--- config.mk ---
export PLATFORM = sky130hd
export DESIGN_NAME = lcd_raster_timer
export DESIGN_NICKNAME = d
export VERILOG_FILES = /design/src/rtl/lcdt_pkg.sv /design/src/rtl/lcdt_regs.sv /design/src/rtl/lcdt_pixdiv.sv /design/src/rtl/lcdt_axis.sv /design/src/rtl/lcd_raster_timer.sv
export SDC_FILE = /design/constraint.sdc
export NUM_CORES = 1
export LEC_CHECK = 0
export ABC_AREA = 0
export BUFFER_PORTS_ARGS = -buffer_cell sky130_fd_sc_hd__clkbuf_2
export CORE_ASPECT_RATIO = 0.5
export CORE_MARGIN = 2
export CORE_UTILIZATION = 43
export CTS_BUF_LIST = sky130_fd_sc_hd__clkbuf_16
export DETAILED_ROUTE_END_ITERATION = 8
export SYNTH_ARGS = -nofsm -noshare
export SYNTH_HDL_FRONTEND = slang
export SYNTH_SLANG_ARGS = --single-unit
--- constraint.sdc ---
create_clock -name clk -period 6 [get_ports clk]
set_input_delay 0 -clock clk [delete_from_list [all_inputs] [get_ports clk]]
set_output_delay 0 -clock clk [all_outputs]
set_load 0.005 [all_outputs]
--- src/rtl/lcdt_pkg.sv ---
package lcdt_pkg;
  typedef enum logic [2:0] {
    A_HTIM = 3'd0,
    A_VTIM = 3'd1,
    A_CLKW = 3'd2,
    A_CTRL = 3'd3,
    A_IEN  = 3'd4,
    A_RAW  = 3'd5,
    A_MSK  = 3'd6
  } lcdt_addr_e;

  localparam int SW = 4;  // status bits 4..1
endpackage

--- src/rtl/lcdt_regs.sv ---
module lcdt_regs
  import lcdt_pkg::*;
(
  input  logic        clk,
  input  logic        rst,
  input  logic        we,
  input  logic [2:0]  addr,
  input  logic [31:0] wdata,
  input  logic [4:1]  set_vec,
  output logic [31:0] htim,
  output logic [31:0] vtim,
  output logic [31:0] clkw,
  output logic [31:0] ctrl,
  output logic [31:0] rdata,
  output logic        irq
);
  logic [4:1] ien, raw, clr;

  assign clr = (we && addr == A_RAW) ? wdata[4:1] : '0;
  assign irq = |(raw & ien);

  always_ff @(posedge clk) begin
    if (rst) begin
      htim <= '0; vtim <= '0; clkw <= '0; ctrl <= '0;
      ien <= '0; raw <= '0; rdata <= '0;
    end else begin
      if (we) begin
        case (addr)
          A_HTIM:  htim <= wdata;
          A_VTIM:  vtim <= wdata;
          A_CLKW:  clkw <= wdata;
          A_CTRL:  ctrl <= wdata;
          A_IEN:   ien  <= wdata[4:1];
          default: ;
        endcase
      end
      raw <= (raw & ~clr) | set_vec;
      case (addr)
        A_HTIM:  rdata <= htim;
        A_VTIM:  rdata <= vtim;
        A_CLKW:  rdata <= clkw;
        A_CTRL:  rdata <= ctrl;
        A_IEN:   rdata <= {27'd0, ien, 1'b0};
        A_RAW:   rdata <= {27'd0, raw, 1'b0};
        A_MSK:   rdata <= {27'd0, raw & ien, 1'b0};
        default: rdata <= '0;
      endcase
    end
  end

  assert_set_wins_R9: assert property (@(posedge clk) disable iff (rst)
    (set_vec != '0) |=> ((raw & $past(set_vec)) == $past(set_vec)));
  assert_w1c_R9: assert property (@(posedge clk) disable iff (rst)
    ((clr & ~set_vec) != '0) |=> ((raw & $past(clr & ~set_vec)) == '0));
  assert_irq_source_R8: assert property (@(posedge clk) disable iff (rst)
    irq |-> (raw != '0 && ien != '0));
endmodule

--- src/rtl/lcdt_pixdiv.sv ---
module lcdt_pixdiv #(
  parameter int DW = 5
) (
  input  logic          clk,
  input  logic          rst,
  input  logic          run,
  input  logic          bypass,
  input  logic [DW-1:0] div_f,
  output logic          tick,
  output logic          pclk_q
);
  localparam int RW = DW + 1;
  logic [RW-1:0] ratio, cnt;

  assign ratio = RW'(div_f) + RW'(2);
  assign tick  = run && (bypass || cnt == ratio - RW'(1));

  always_ff @(posedge clk) begin
    if (rst || !run || bypass) begin
      cnt    <= '0;
      pclk_q <= 1'b0;
    end else begin
      cnt    <= tick ? '0 : cnt + RW'(1);
      pclk_q <= cnt < (ratio >> 1);
    end
  end

  assert_tick_gap_R6: assert property (@(posedge clk) disable iff (rst)
    (tick && !bypass) |=> (!tick || bypass));
endmodule

--- src/rtl/lcdt_axis.sv ---
module lcdt_axis #(
  parameter int CW = 12
) (
  input  logic          clk,
  input  logic          rst,
  input  logic          clr,
  input  logic          step,
  input  logic [CW-1:0] l_sync,
  input  logic [CW-1:0] l_bp,
  input  logic [CW-1:0] l_act,
  input  logic [CW-1:0] l_fp,
  output logic [CW-1:0] cnt,
  output logic          last,
  output logic          in_sync,
  output logic          in_act,
  output logic [CW-1:0] pos,
  output logic [CW-1:0] s1,
  output logic [CW-1:0] s2,
  output logic [CW-1:0] s3
);
  logic [CW-1:0] tot;

  assign s1      = l_sync;
  assign s2      = s1 + l_bp;
  assign s3      = s2 + l_act;
  assign tot     = s3 + l_fp;
  assign last    = cnt == tot - CW'(1);
  assign in_sync = cnt < s1;
  assign in_act  = cnt >= s2 && cnt < s3;
  assign pos     = cnt - s2;

  always_ff @(posedge clk) begin
    if (rst || clr)  cnt <= '0;
    else if (step)   cnt <= last ? '0 : cnt + CW'(1);
  end

  assert_wrap_R2: assert property (@(posedge clk) disable iff (rst)
    (!clr && step && last) |=> (cnt == '0));
  assert_hold_R6: assert property (@(posedge clk) disable iff (rst)
    (!clr && !step) |=> (cnt == $past(cnt)));
endmodule

--- src/rtl/lcd_raster_timer.sv ---
module lcd_raster_timer
  import lcdt_pkg::*;
#(
  parameter int CW = 12,
  parameter int XW = 10,
  parameter int YW = 10,
  parameter int DW = 5
) (
  input  logic          clk,
  input  logic          rst,
  input  logic          reg_we,
  input  logic [2:0]    reg_addr,
  input  logic [31:0]   reg_wdata,
  output logic [31:0]   reg_rdata,
  input  logic          ev_bus_err,
  input  logic          ev_base_upd,
  input  logic          ev_underrun,
  output logic          pclk,
  output logic          hsync,
  output logic          vsync,
  output logic          de,
  output logic [XW-1:0] px_x,
  output logic [YW-1:0] px_y,
  output logic          irq
);
  logic [31:0] htim, vtim, clkw, ctrl;
  logic en, byp, ihs, ivs, ipc, ioe, tick, pclk_q, vc_evt, de_act_q;
  logic [CW-1:0] h_cnt, h_pos, h_s1, h_s2, h_s3;
  logic [CW-1:0] v_cnt, v_pos, v_s1, v_s2, v_s3, v_target;
  logic h_last, h_sync, h_act, v_last, v_sync, v_act;
  logic unused_bits;

  assign en  = ctrl[0];
  assign byp = clkw[26];
  assign ioe = clkw[14];
  assign ipc = clkw[13];
  assign ihs = clkw[12];
  assign ivs = clkw[11];
  assign unused_bits = ^{clkw[31:27], clkw[25:15], clkw[10:5], ctrl[31:14],
                         ctrl[11:1], htim[1:0], v_last, h_s3, XW'(0), YW'(0)};

  lcdt_regs u_regs (
    .clk(clk), .rst(rst), .we(reg_we), .addr(reg_addr), .wdata(reg_wdata),
    .set_vec({ev_bus_err, vc_evt, ev_base_upd, ev_underrun}),
    .htim(htim), .vtim(vtim), .clkw(clkw), .ctrl(ctrl),
    .rdata(reg_rdata), .irq(irq)
  );

  lcdt_pixdiv #(.DW(DW)) u_div (
    .clk(clk), .rst(rst), .run(en), .bypass(byp), .div_f(clkw[DW-1:0]),
    .tick(tick), .pclk_q(pclk_q)
  );

  lcdt_axis #(.CW(CW)) u_h (
    .clk(clk), .rst(rst), .clr(!en), .step(tick),
    .l_sync(CW'(htim[15:8]) + CW'(1)), .l_bp(CW'(htim[31:24]) + CW'(1)),
    .l_act(CW'({htim[7:2], 4'b0000}) + CW'(16)), .l_fp(CW'(htim[23:16]) + CW'(1)),
    .cnt(h_cnt), .last(h_last), .in_sync(h_sync), .in_act(h_act),
    .pos(h_pos), .s1(h_s1), .s2(h_s2), .s3(h_s3)
  );

  lcdt_axis #(.CW(CW)) u_v (
    .clk(clk), .rst(rst), .clr(!en), .step(tick && h_last),
    .l_sync(CW'(vtim[15:10])), .l_bp(CW'(vtim[31:24])),
    .l_act(CW'(vtim[9:0]) + CW'(1)), .l_fp(CW'(vtim[23:16])),
    .cnt(v_cnt), .last(v_last), .in_sync(v_sync), .in_act(v_act),
    .pos(v_pos), .s1(v_s1), .s2(v_s2), .s3(v_s3)
  );

  always_comb begin
    case (ctrl[13:12])
      2'd0:    v_target = '0;
      2'd1:    v_target = v_s1;
      2'd2:    v_target = v_s2;
      default: v_target = v_s3;
    endcase
  end

  assign vc_evt = tick && h_cnt == '0 && v_cnt == v_target;
  assign pclk   = ((byp && en) ? clk : pclk_q) ^ ipc;

  always_ff @(posedge clk) begin
    if (rst) begin
      hsync <= 1'b0; vsync <= 1'b0; de <= 1'b0; de_act_q <= 1'b0;
      px_x  <= '0;   px_y  <= '0;
    end else begin
      hsync    <= (en && h_sync) ^ ihs;
      vsync    <= (en && v_sync) ^ ivs;
      de_act_q <= en && h_act && v_act;
      de       <= (en && h_act && v_act) ^ ioe;
      px_x     <= (en && h_act && v_act) ? h_pos[XW-1:0] : '0;
      px_y     <= (en && h_act && v_act) ? v_pos[YW-1:0] : '0;
    end
  end

  assert_disabled_quiet_R1: assert property (@(posedge clk) disable iff (rst)
    !en |=> (px_x == '0 && px_y == '0 && !de_act_q));
  assert_xy_only_active_R4: assert property (@(posedge clk) disable iff (rst)
    (px_x != '0 || px_y != '0) |-> de_act_q);
  assert_vcomp_on_tick_R7: assert property (@(posedge clk) disable iff (rst)
    vc_evt |-> (en && h_cnt == '0));
endmodule

# After elaboration in Yosys (flattened, before gate mapping)
# Cells that the tools add are included.
[word_totals]
register_bits = 222
latchBits = 0
mem_bits_rw = 0
mem_bits_ro = 0
input_bits = 41
output_inout_bits = 57
memories = 0
[classes]
n_addsub = 20
n_mul = 0
n_div = 0
order_cmp = 7
eq_ne = 12
shift = 0
mux = 6
n_bitwise = 9
n_reduce_logical = 27
[ops]
columns = ["op", "count"]
rows = [
  ["32-bit case mux with 7 select lines", 1],
  ["12-bit == test", 3],
  ["12-bit case mux with 3 select lines", 1],
  ["8-bit by 1-bit adder with 9-bit output, second input constant", 3],
  ["12-bit by 1-bit adder with 12-bit output, second input constant", 2],
  ["12-bit by 11-bit adder with 12-bit output", 2],
  ["12-bit less-than comparator", 2],
  ["12-bit 2-to-1 mux", 2],
  ["12-bit by 1-bit subtractor with 12-bit output, second input constant", 2],
  ["10-bit subtractor", 2],
  ["12-bit by 8-bit adder with 12-bit output", 1],
  ["12-bit by 9-bit adder with 12-bit output", 1],
  ["12-bit by 10-bit >= comparator with 1-bit output", 1],
  ["12-bit by 9-bit >= comparator with 1-bit output", 1],
  ["1-bit logical AND", 12],
  ["12-bit zero test", 1],
  ["12-bit by 6-bit less-than comparator with 1-bit output", 1],
  ["12-bit by 9-bit less-than comparator with 1-bit output", 1],
  ["10-bit by 1-bit adder with 11-bit output, second input constant", 1],
  ["10-bit by 5-bit adder with 11-bit output, second input constant", 1],
  ["9-bit by 9-bit adder with 10-bit output", 1],
  ["2-bit AND reduction", 5],
  ["6-bit by 8-bit adder with 9-bit output", 1],
  ["3-bit == test, second input constant", 3],
  ["22 further kinds", 30],
]

# Logic depth before layout (Yosys ltp)
# Gate-level depths: netlist (run 1).
[logic_depth]
depth_word = 9
ltp_mapped = 25

# By module
# From an unflattened synthesis (run 1), not the netlist that was laid out.
[hier_totals]
hier_cells = 2063
hier_area_um2 = 16413.2
[modules_own_cells]
columns = ["module", "n_inst", "cells_each", "area_per_inst_um2"]
rows = [
  ["lcdt_regs", 1, 844, 6881.6],
  ["lcdt_axis (u_h)", 1, 471, 3589.7],
  ["lcdt_axis (u_v)", 1, 449, 3430.8],
  ["lcd_raster_timer", 1, 221, 1828.0],
  ["lcdt_pixdiv", 1, 78, 683.2],
]

==> reports/qor.log, run 1 <==
qor: status.status completed
qor: floorplan.floorplan.io_pins 98
qor: sta.finalWorstPathRequiredPeriod 5.653 ns
qor: global_routing.first_global_vias 11726
qor: sta.fin_setup_tns 0 ns
qor: run.cap_violations 0
qor: yosys.syn_area 0.01374 mm^2
qor: routing.post_drt_wl_per_cell 19.33 um
qor: yosys.ys_seq_area_share 32.35%
qor: setup_path.timing.critical_path.required 6.56 ns
qor: yosys.synth.ff_latch_count 222
qor: worst_hold_path.hold_path_class in -> reg
qor: power.power.ir.vdd_worst 0.2045 mV
qor: routing.drc 0
qor: yosys.yosysWarnings 0
qor: sta.tightestPinTransition 1.128 ns
qor: final_layout.post_route_cells_drive_above_1_share 10.64%
qor: routing.drt_iter0_markers 1144
qor: power.power_density 223.4 mW/mm^2
qor: floorplan.coreArea 0.03154 mm^2
qor: final_layout.synthToLayoutAreaGrowth 16.45%
qor: final_layout.n_fill_cell 3142
qor: sta.setup_violations 0
qor: routing.drtAntennaViolNets 0
qor: yosys.async_reset_ff_share 0%
qor: placed_design.port_buffers 97
qor: placed_design.detailed_place_hpwl 31.10 mm
qor: setup_path.worst_endpoint_data_arrival_time 6.21 ns
qor: sta.slew_headroom 24.79%
qor: power.total_power 3.574 mW
qor: final_layout.area_used_by_multi_input_combinational_logic 0.008616 mm^2
qor: final_layout.instances_no_fill 2285
qor: setup_path.critical_path.endpoint_type flip-flop
qor: routing.routed_wirelength 44.16 mm
qor: sta.final.period_utilization 94.21%
qor: placed_design.gpl.final_weighted_congestion 0.8988
qor: sta.final-max-slew-violation-count 0
qor: yosys.ys.flop_type sky130_fd_sc_hd__dfxtp_1
qor: yosys.number_of_cells_produced_by_synthesis 1727
qor: setup_path.setup.worst_path.class reg -> reg
qor: global_routing.pin_count_of_the_biggest_net_entering_global_routing 80
qor: final_layout.final_nets 2006
qor: global_routing.grt_util_all_layers 26.24%
qor: power.power.static_leakage 6.409 nW
qor: yosys.postSynthAreaPerCell 7.955 um^2
qor: routing.vias 12626
qor: routing.number_of_detailed_route_iterations_in_the_first_pass 6
qor: global_routing.grt_overflow 0
qor: sta.peak_freq 176.9 MHz
qor: placed_design.dp_cells 2189
qor: yosys.synth-edff-count 0
qor: yosys.synth.cells.most_frequent sky130_fd_sc_hd__nand2_1 (324), sky130_fd_sc_hd__dfxtp_1 (222), sky130_fd_sc_hd__a21oi_1 (211)
qor: global_routing.global_route_wire_length_before_repair 68.47 mm
qor: floorplan.die_width 256.8 um
qor: yosys.yosysTopAreaCell sky130_fd_sc_hd__dfxtp_1
qor: setup_path.worst-path-max-fanout 12
qor: yosys.synthMostInstantiatedCell sky130_fd_sc_hd__nand2_1
qor: floorplan.start_util 43.56%
qor: yosys.synth.lib_cells_used.distinct 78
qor: yosys.portion_of_synthesized_cell_area_occupied_by_the_leading_cell_type 32.35%
qor: clocking.insertion_delay_to_the_later_sink_of_the_worst_skew_pair 0.68 ns
qor: floorplan.floorplan.die.height 130.4 um
qor: setup_path.cp-start-kind flip-flop
qor: yosys.synth.top_cells.by_area sky130_fd_sc_hd__dfxtp_1 (32%), sky130_fd_sc_hd__ha_1 (11%), sky130_fd_sc_hd__nand2_1 (8.9%)
qor: floorplan.std_cell_rows 46
qor: yosys.syn_nets 1898
qor: clocking.path_clk_slew 0.07 ns
qor: routing.viasPerCell 5.526
qor: global_routing.initial_antenna_violation_count 3
qor: sta.hold_slack 0.03802 ns
qor: sta.clock-skew-final 0.02681 ns
qor: floorplan.floorplan.die_area 0.03348 mm^2
qor: clocking.tritoncts yes
qor: final_layout.seq_area 0.004444 mm^2
qor: sta.final-hold-violation-count 0
==> timing repair <==
item / in CTS / in global routing
endpoints found under the hold margin: 142 / 0
setup endpoints to repair: 0 / 24
hold buffers: 47 / 0
resized for setup: 0 / 11
buffers inserted: 0 / 4
==> final cells by class <==
type	count	share of cell area [%]
clock buffer	26	3.942
sequential	222	27.78
timing repair buffer	168	7.156
clock inverter	18	1.392
antenna	2	0.03128
inverter	105	2.464
tap	432	3.379
multi-input combinational	1312	53.86
==> cell families (layout without fill, tap and decap cells) <==
| logic type | count (synthesis) | in the layout | share of synthesized area (%) |
|---|---|---|---|
| and+or+nand+nor | 608 | 608 | 20.77 |
| adders and majority gates | 131 | 131 | 12.35 |
| muxes | 22 | 22 | 1.657 |
| DFF | 222 | 222 | 32.35 |
| AOI/OAI and AO/OA | 451 | 451 | 20.68 |
| buffers and inverters | 193 | 317 | 5.346 |
| xor gates and xnor gates | 100 | 100 | 6.840 |
| other | 0 | 2 | 0 |
==> sequential cells by signal (all words and copies together) (netlist names) <==
| name | flops |
|---|---|
| de | 1 |
| hsync | 1 |
| u_div.pclk_q | 1 |
| u_regs.raw | 4 |
| px_x | 10 |
| px_y | 10 |
| vsync | 1 |
| u_regs.vtim | 32 |
| u_regs.rdata | 32 |
| u_regs.htim | 32 |
| u_regs.ctrl | 32 |
| u_regs.ien | 4 |
| u_h.cnt | 12 |
| u_div.cnt | 6 |
| u_regs.clkw | 32 |
| u_v.cnt | 12 |
==> metal layers <==
layer | vias up | share of wire (%) | GRT usage (%)
met3 | 57 | 9.1 | 7.330
li1 | 6243 | - | -
met1 | 5907 | 48 | 37.31
met2 | 415 | 41 | 39.09
met5 | - | 0.17 | 2.083
met4 | 4 | 2.0 | 6.361
==> worst max-delay path: stages (launching register included) <==
cell,delay [ns]
sky130_fd_sc_hd__dfxtp_1,0.36
sky130_fd_sc_hd__ha_1,0.19
sky130_fd_sc_hd__inv_1,0.07
sky130_fd_sc_hd__fa_1,0.42
sky130_fd_sc_hd__nor2b_1,0.16
sky130_fd_sc_hd__o31a_1,0.22
sky130_fd_sc_hd__o21ai_0,0.11
sky130_fd_sc_hd__nand2b_1,0.11
sky130_fd_sc_hd__xor2_1,0.25
sky130_fd_sc_hd__ha_2,0.37
sky130_fd_sc_hd__o2bb2ai_1,0.21
sky130_fd_sc_hd__a31oi_2,0.09
sky130_fd_sc_hd__xnor2_1,0.20
sky130_fd_sc_hd__ha_1,0.29
sky130_fd_sc_hd__inv_1,0.04
sky130_fd_sc_hd__ha_1,0.22
sky130_fd_sc_hd__or4_1,0.52
sky130_fd_sc_hd__a31o_2,0.24
sky130_fd_sc_hd__and3_1,0.18
sky130_fd_sc_hd__nor4_1,0.23
sky130_fd_sc_hd__nor4b_2,0.22
sky130_fd_sc_hd__buf_4,0.22
sky130_fd_sc_hd__nor2_1,0.06
sky130_fd_sc_hd__or3_1,0.31
sky130_fd_sc_hd__a32o_1,0.26
==> report_power, final <==
group | total (mW) | leakage [nW] | switching, mW | internal [mW]
clock network | 1.61 | 0.433 | 0.673 | 0.939
logic | 0.439 | 4.18 | 0.255 | 0.184
registers | 1.52 | 1.79 | 0.0275 | 1.50
==> final timing paths <==
check	from	to	slack (ns)	cells after the start
setup / recovery	u_regs.vtim[24]	u_v.cnt[8]	0.35	24
hold / removal	reg_addr[0]	u_regs.rdata[4]	0.04	5
setup reg to reg	u_regs.vtim[24]	u_v.cnt[8]	0.35	24
hold reg to reg	u_regs.ctrl[23]	u_regs.ctrl[23]	0.45	2
==> placed cells by master, fill, tap and decap left out, types with 5 or more instances in the layout <==
master / n
sky130_fd_sc_hd__nand2_1: 324
sky130_fd_sc_hd__dfxtp_1: 222
sky130_fd_sc_hd__a21oi_1: 208
sky130_fd_sc_hd__ha_1: 121
sky130_fd_sc_hd__inv_1: 106
sky130_fd_sc_hd__clkbuf_2: 96
sky130_fd_sc_hd__nor2_1: 82
sky130_fd_sc_hd__a22oi_1: 60
sky130_fd_sc_hd__xnor2_1: 55
sky130_fd_sc_hd__dlygate4sd3_1: 47
sky130_fd_sc_hd__nor3_1: 41
sky130_fd_sc_hd__xor2_1: 40
sky130_fd_sc_hd__o21ai_0: 40
sky130_fd_sc_hd__clkbuf_16: 25
sky130_fd_sc_hd__buf_4: 25
sky130_fd_sc_hd__o21a_1: 23
sky130_fd_sc_hd__and3_1: 22
sky130_fd_sc_hd__nor2b_1: 19
sky130_fd_sc_hd__a21o_1: 19
sky130_fd_sc_hd__nand2b_1: 16
sky130_fd_sc_hd__mux2i_1: 16
sky130_fd_sc_hd__nand3_1: 15
sky130_fd_sc_hd__and2_1: 14
sky130_fd_sc_hd__a211oi_1: 13
sky130_fd_sc_hd__nor3b_1: 10
sky130_fd_sc_hd__nand4_1: 9
sky130_fd_sc_hd__a21boi_0: 8
sky130_fd_sc_hd__o2bb2ai_1: 8
sky130_fd_sc_hd__nor4_1: 8
sky130_fd_sc_hd__fa_1: 8
sky130_fd_sc_hd__nand3b_1: 7
sky130_fd_sc_hd__o211ai_1: 6
sky130_fd_sc_hd__and3b_1: 6
sky130_fd_sc_hd__mux2_2: 6
sky130_fd_sc_hd__a211o_1: 5
sky130_fd_sc_hd__a41oi_1: 5
sky130_fd_sc_hd__a31oi_1: 5
sky130_fd_sc_hd__a221oi_1: 5
==> stage by stage <==
| stage | worst slack [ns] | util (%) | cell area (um^2) |
|---|---|---|---|
| 2_1_floorplan | 0.6126 | - | 13740 |
| 3_3_place_gp | 0.3262 | 46.32 | 14610 |
| 3_5_place_dp | 0.2943 | 46.32 | 14610 |
| 4_1_cts | 0.1912 | 50.50 | 15930 |
| 5_1_grt | -0.01314 | 50.71 | 15990 |
| 6_report | 0.3473 | 50.72 | 16000 |
Note: power is estimated with default switching activity, not from simulation.
==> run 2, diff against run 1 <==
CELL_PAD_IN_SITES_DETAIL_PLACEMENT = 1   (was unset)
CELL_PAD_IN_SITES_GLOBAL_PLACEMENT = 2   (was unset)
CORE_UTILIZATION = 37   (was 43)
PLACE_DENSITY_LB_ADDON = 0.1   (was unset)
==> run 2 against run 1 <==
  * Core utilization is 6.4 points lower
  * Cell area increased by 0.44%
  * Register-to-register slack about the same
  * Power about the same
  * Fmax barely moved
  * Combinational power up 6.6%
  * Clock-buffer cell count grew 1
  * Critical path depth down 1
  * Highest routed layer unchanged
==> reports/qor.log, run 2 (synthesized netlist as in run 1, its figures left out) <==
qor: sta.final.period_utilization 94.27% [was 94.21%]
qor: sta.fin_setup_tns 0 ns [unchanged]
qor: floorplan.floorplan.io_pins 98 [unchanged]
qor: placed_design.port_buffers 97 [unchanged]
qor: final_layout.share_of_the_core_filled_with_cells 44.35% [was 50.72%]
qor: worst_hold_path.number_of_stages_on_the_worst_hold_path 5 [unchanged]
qor: placed_design.gpl.final_weighted_congestion 0.9018 [was 0.8988]
qor: routing.vias 13204 [was 12626]
qor: floorplan.coreArea 0.03623 mm^2 [was 0.03154 mm^2]
qor: routing.viasPerCell 5.660 [was 5.526]
qor: routing.drc 0 [unchanged]
qor: setup_path.worstRegToRegCells 23 [was 24]
qor: setup_path.cp.depth 23 [was 24]
qor: routing.post_drt_wl_per_cell 22.57 um [was 19.33 um]
qor: power.power.static_leakage 6.384 nW [was 6.409 nW]
qor: power.power.ir.vdd_worst 0.1716 mV [was 0.2045 mV]
qor: placed_design.detailed_place_hpwl 37.75 mm [was 31.10 mm]
qor: routing.drtAntennaViolNets 0 [unchanged]
qor: power.power_density 222.4 mW/mm^2 [was 223.4 mW/mm^2]
qor: clocking.insertion_delay_to_the_later_sink_of_the_worst_skew_pair 0.69 ns [was 0.68 ns]
qor: global_routing.grt_overflow 0 [unchanged]
qor: setup_path.setup.worst_path.class reg -> reg [unchanged]
qor: final_layout.post_route_cells_drive_above_1_share 11.26% [was 10.64%]
qor: run.cap_violations 0 [unchanged]
qor: placed_design.placement.cell_area 0.01470 mm^2 [was 0.01461 mm^2]
qor: setup_path.crit_path_frequent_cell sky130_fd_sc_hd__ha_1 [unchanged]
qor: sta.tightestPinTransition 1.286 ns [was 1.128 ns]
qor: final_layout.post-route-cell-area 0.01607 mm^2 [was 0.01600 mm^2]
qor: setup_path.worst-path-max-fanout 10 [was 12]
qor: sta.finalWorstPathRequiredPeriod 5.656 ns [was 5.653 ns]
qor: setup_path.worst_endpoint_data_arrival_time 6.29 ns [was 6.21 ns]
qor: final_layout.instances_no_fill 2333 [was 2285]
qor: sta.final-max-slew-violation-count 0 [unchanged]
qor: power.total_power 3.574 mW [about the same]
qor: sta.final-hold-violation-count 0 [unchanged]
qor: placed_design.dp_cells 2243 [was 2189]
qor: setup_path.timing.critical_path.required 6.63 ns [was 6.56 ns]
qor: worst_hold_path.hold_path_class in -> reg [unchanged]
qor: clocking.tritoncts yes [unchanged]
qor: final_layout.layout_common_cells sky130_fd_sc_hd__nand2_1 (322), sky130_fd_sc_hd__dfxtp_1 (221), sky130_fd_sc_hd__a21oi_1 (208) [was sky130_fd_sc_hd__nand2_1 (324), sky130_fd_sc_hd__dfxtp_1 (222), sky130_fd_sc_hd__a21oi_1 (208)]
qor: global_routing.first_global_vias 13249 [was 11726]
qor: floorplan.die_width 276.5 um [was 256.8 um]
qor: sta.final_critical_path_setup_slack 0.3435 ns [was 0.3473 ns]
qor: sta.clock-skew-final 0.02847 ns [was 0.02681 ns]
qor: sta.rsz0062_at_grt no
qor: final_layout.synthToLayoutAreaGrowth 16.96% [was 16.45%]
qor: setup_path.cp_num_buf_inv 2 [was 3]
qor: routing.drt_iter0_markers 946 [was 1144]
qor: setup_path.cp-start-kind flip-flop [unchanged]
qor: global_routing.initial_antenna_violation_count 3 [unchanged]
qor: global_routing.grt_util_all_layers 26.90% [was 26.24%]
qor: floorplan.start_util 37.92% [was 43.56%]
qor: sta.hold_slack 0.1303 ns [was 0.03802 ns]
qor: clocking.path_clk_slew 0.07 ns [about the same]
qor: final_layout.final_nets 2002 [was 2006]
qor: routing.number_of_detailed_route_iterations_in_the_first_pass 5 [was 6]
qor: floorplan.floorplan.die_area 0.03878 mm^2 [was 0.03348 mm^2]
qor: placed_design.dp_worst_setup_slack 0.01199 ns [was 0.2943 ns]
qor: sta.peak_freq 176.8 MHz [was 176.9 MHz]
qor: global_routing.pin_count_of_the_biggest_net_entering_global_routing 82 [was 80]
qor: final_layout.final_common_cell sky130_fd_sc_hd__nand2_1 [unchanged]
qor: sta.slew_headroom 14.27% [was 24.79%]
qor: global_routing.global_route_wire_length_before_repair 80.36 mm [was 68.47 mm]
qor: setup_path.critical_path.endpoint_type flip-flop [unchanged]
qor: floorplan.std_cell_rows 49 [was 46]
qor: setup_path.crit_slowest_cell sky130_fd_sc_hd__or4_1 [unchanged]
qor: setup_path.crit_path_max_incr_delay 0.53 ns [was 0.52 ns]
qor: routing.routed_wirelength 52.65 mm [was 44.16 mm]
qor: setup_path.cp_cell_sequence ha_1 > ha_1 > nor2b_1 > o21ai_1 > a21boi_1 > o21ai_1 > a21boi_1 > nor2_1 > ha_1 > ha_1 > fa_1 > a21o_1 > a21oi_4 > xnor2_1 > inv_1 > ha_1 > or4_1 > o22ai_1 > a21oi_1 > maj3_1 > a211oi_4 > buf_2 > and3b_1 [was ha_1 > inv_1 > fa_1 > nor2b_1 > o31a_1 > o21ai_0 > nand2b_1 > xor2_1 > ha_2 > o2bb2ai_1 > a31oi_2 > xnor2_1 > ha_1 > inv_1 > ha_1 > or4_1 > a31o_2 > and3_1 > nor4_1 > nor4b_2 > buf_4 > nor2_1 > or3_1 > a32o_1]
qor: floorplan.floorplan.die.height 140.3 um [was 130.4 um]
qor: sta.setup_violations 0 [unchanged]
qor: status.status completed [unchanged]
qor: setup_path.crit_family adder cells [was simple AND/OR/NAND/NOR gates]
run 2: per-layer routing:
metal  vias to the layer above  routed length, um  part of all wire (%)  GRT usage [%]
met3                        79               3722                   7.1          6.606
met5                         -                 13                 0.025              0
met1                      6555              25880                    49          38.96
met4                         2               1041                   2.0          6.327
li1                       6213                  -                     -              -
met2                       355              22000                    42          39.96
run 2: worst min-delay path: stages:
cell,delay [ns]
sky130_fd_sc_hd__clkbuf_2,0.26
sky130_fd_sc_hd__mux2i_1,0.20
sky130_fd_sc_hd__o21ai_0,0.15
sky130_fd_sc_hd__a21oi_1,0.07
sky130_fd_sc_hd__nor2_1,0.07
run 2: repair_timing:
action                                  CTS  global route
setup buffers                             0             0
hold buffers                             43             0
endpoints found under the setup margin    3            45
pin swaps                                 0             4
gates resized for setup                   1            26
hold endpoints to repair                150             0
cloned                                    0             1
run 2: path summary, 6_finish.rpt:
| check | startpoint | to | slack (ns) |
|---|---|---|---|
| worst max-delay path | u_regs.htim[9] | px_y[4] | 0.34 |
| worst min-delay path | reg_addr[1] | u_regs.rdata[3] | 0.13 |
| worst max register to register | u_regs.htim[9] | px_y[4] | 0.34 |
| worst min register to register | u_regs.ctrl[2] | u_regs.ctrl[2] | 0.46 |
run 2: report_power, final:
group | total (mW) | leakage, nW | internal [mW] | switching (mW)
registers | 1.53 | 1.79 | 1.50 | 0.0298
logic | 0.468 | 4.16 | 0.187 | 0.280
clock network | 1.58 | 0.425 | 0.880 | 0.700
total | 3.57 | 6.38 | 2.56 | 1.01
run 2: cell type report:
class                           instances  area, um^2
Antenna cell                            2       5.005
Clock inverter                         18       158.9
Fill cell                            4354       20170
Clock buffer                           27       655.6
Multi-Input combinational cell       1312        8708
Tap cell                              484       605.6
Sequential cell                       222        4446
Inverter                              105       394.1
Timing Repair Buffer                  163        1095
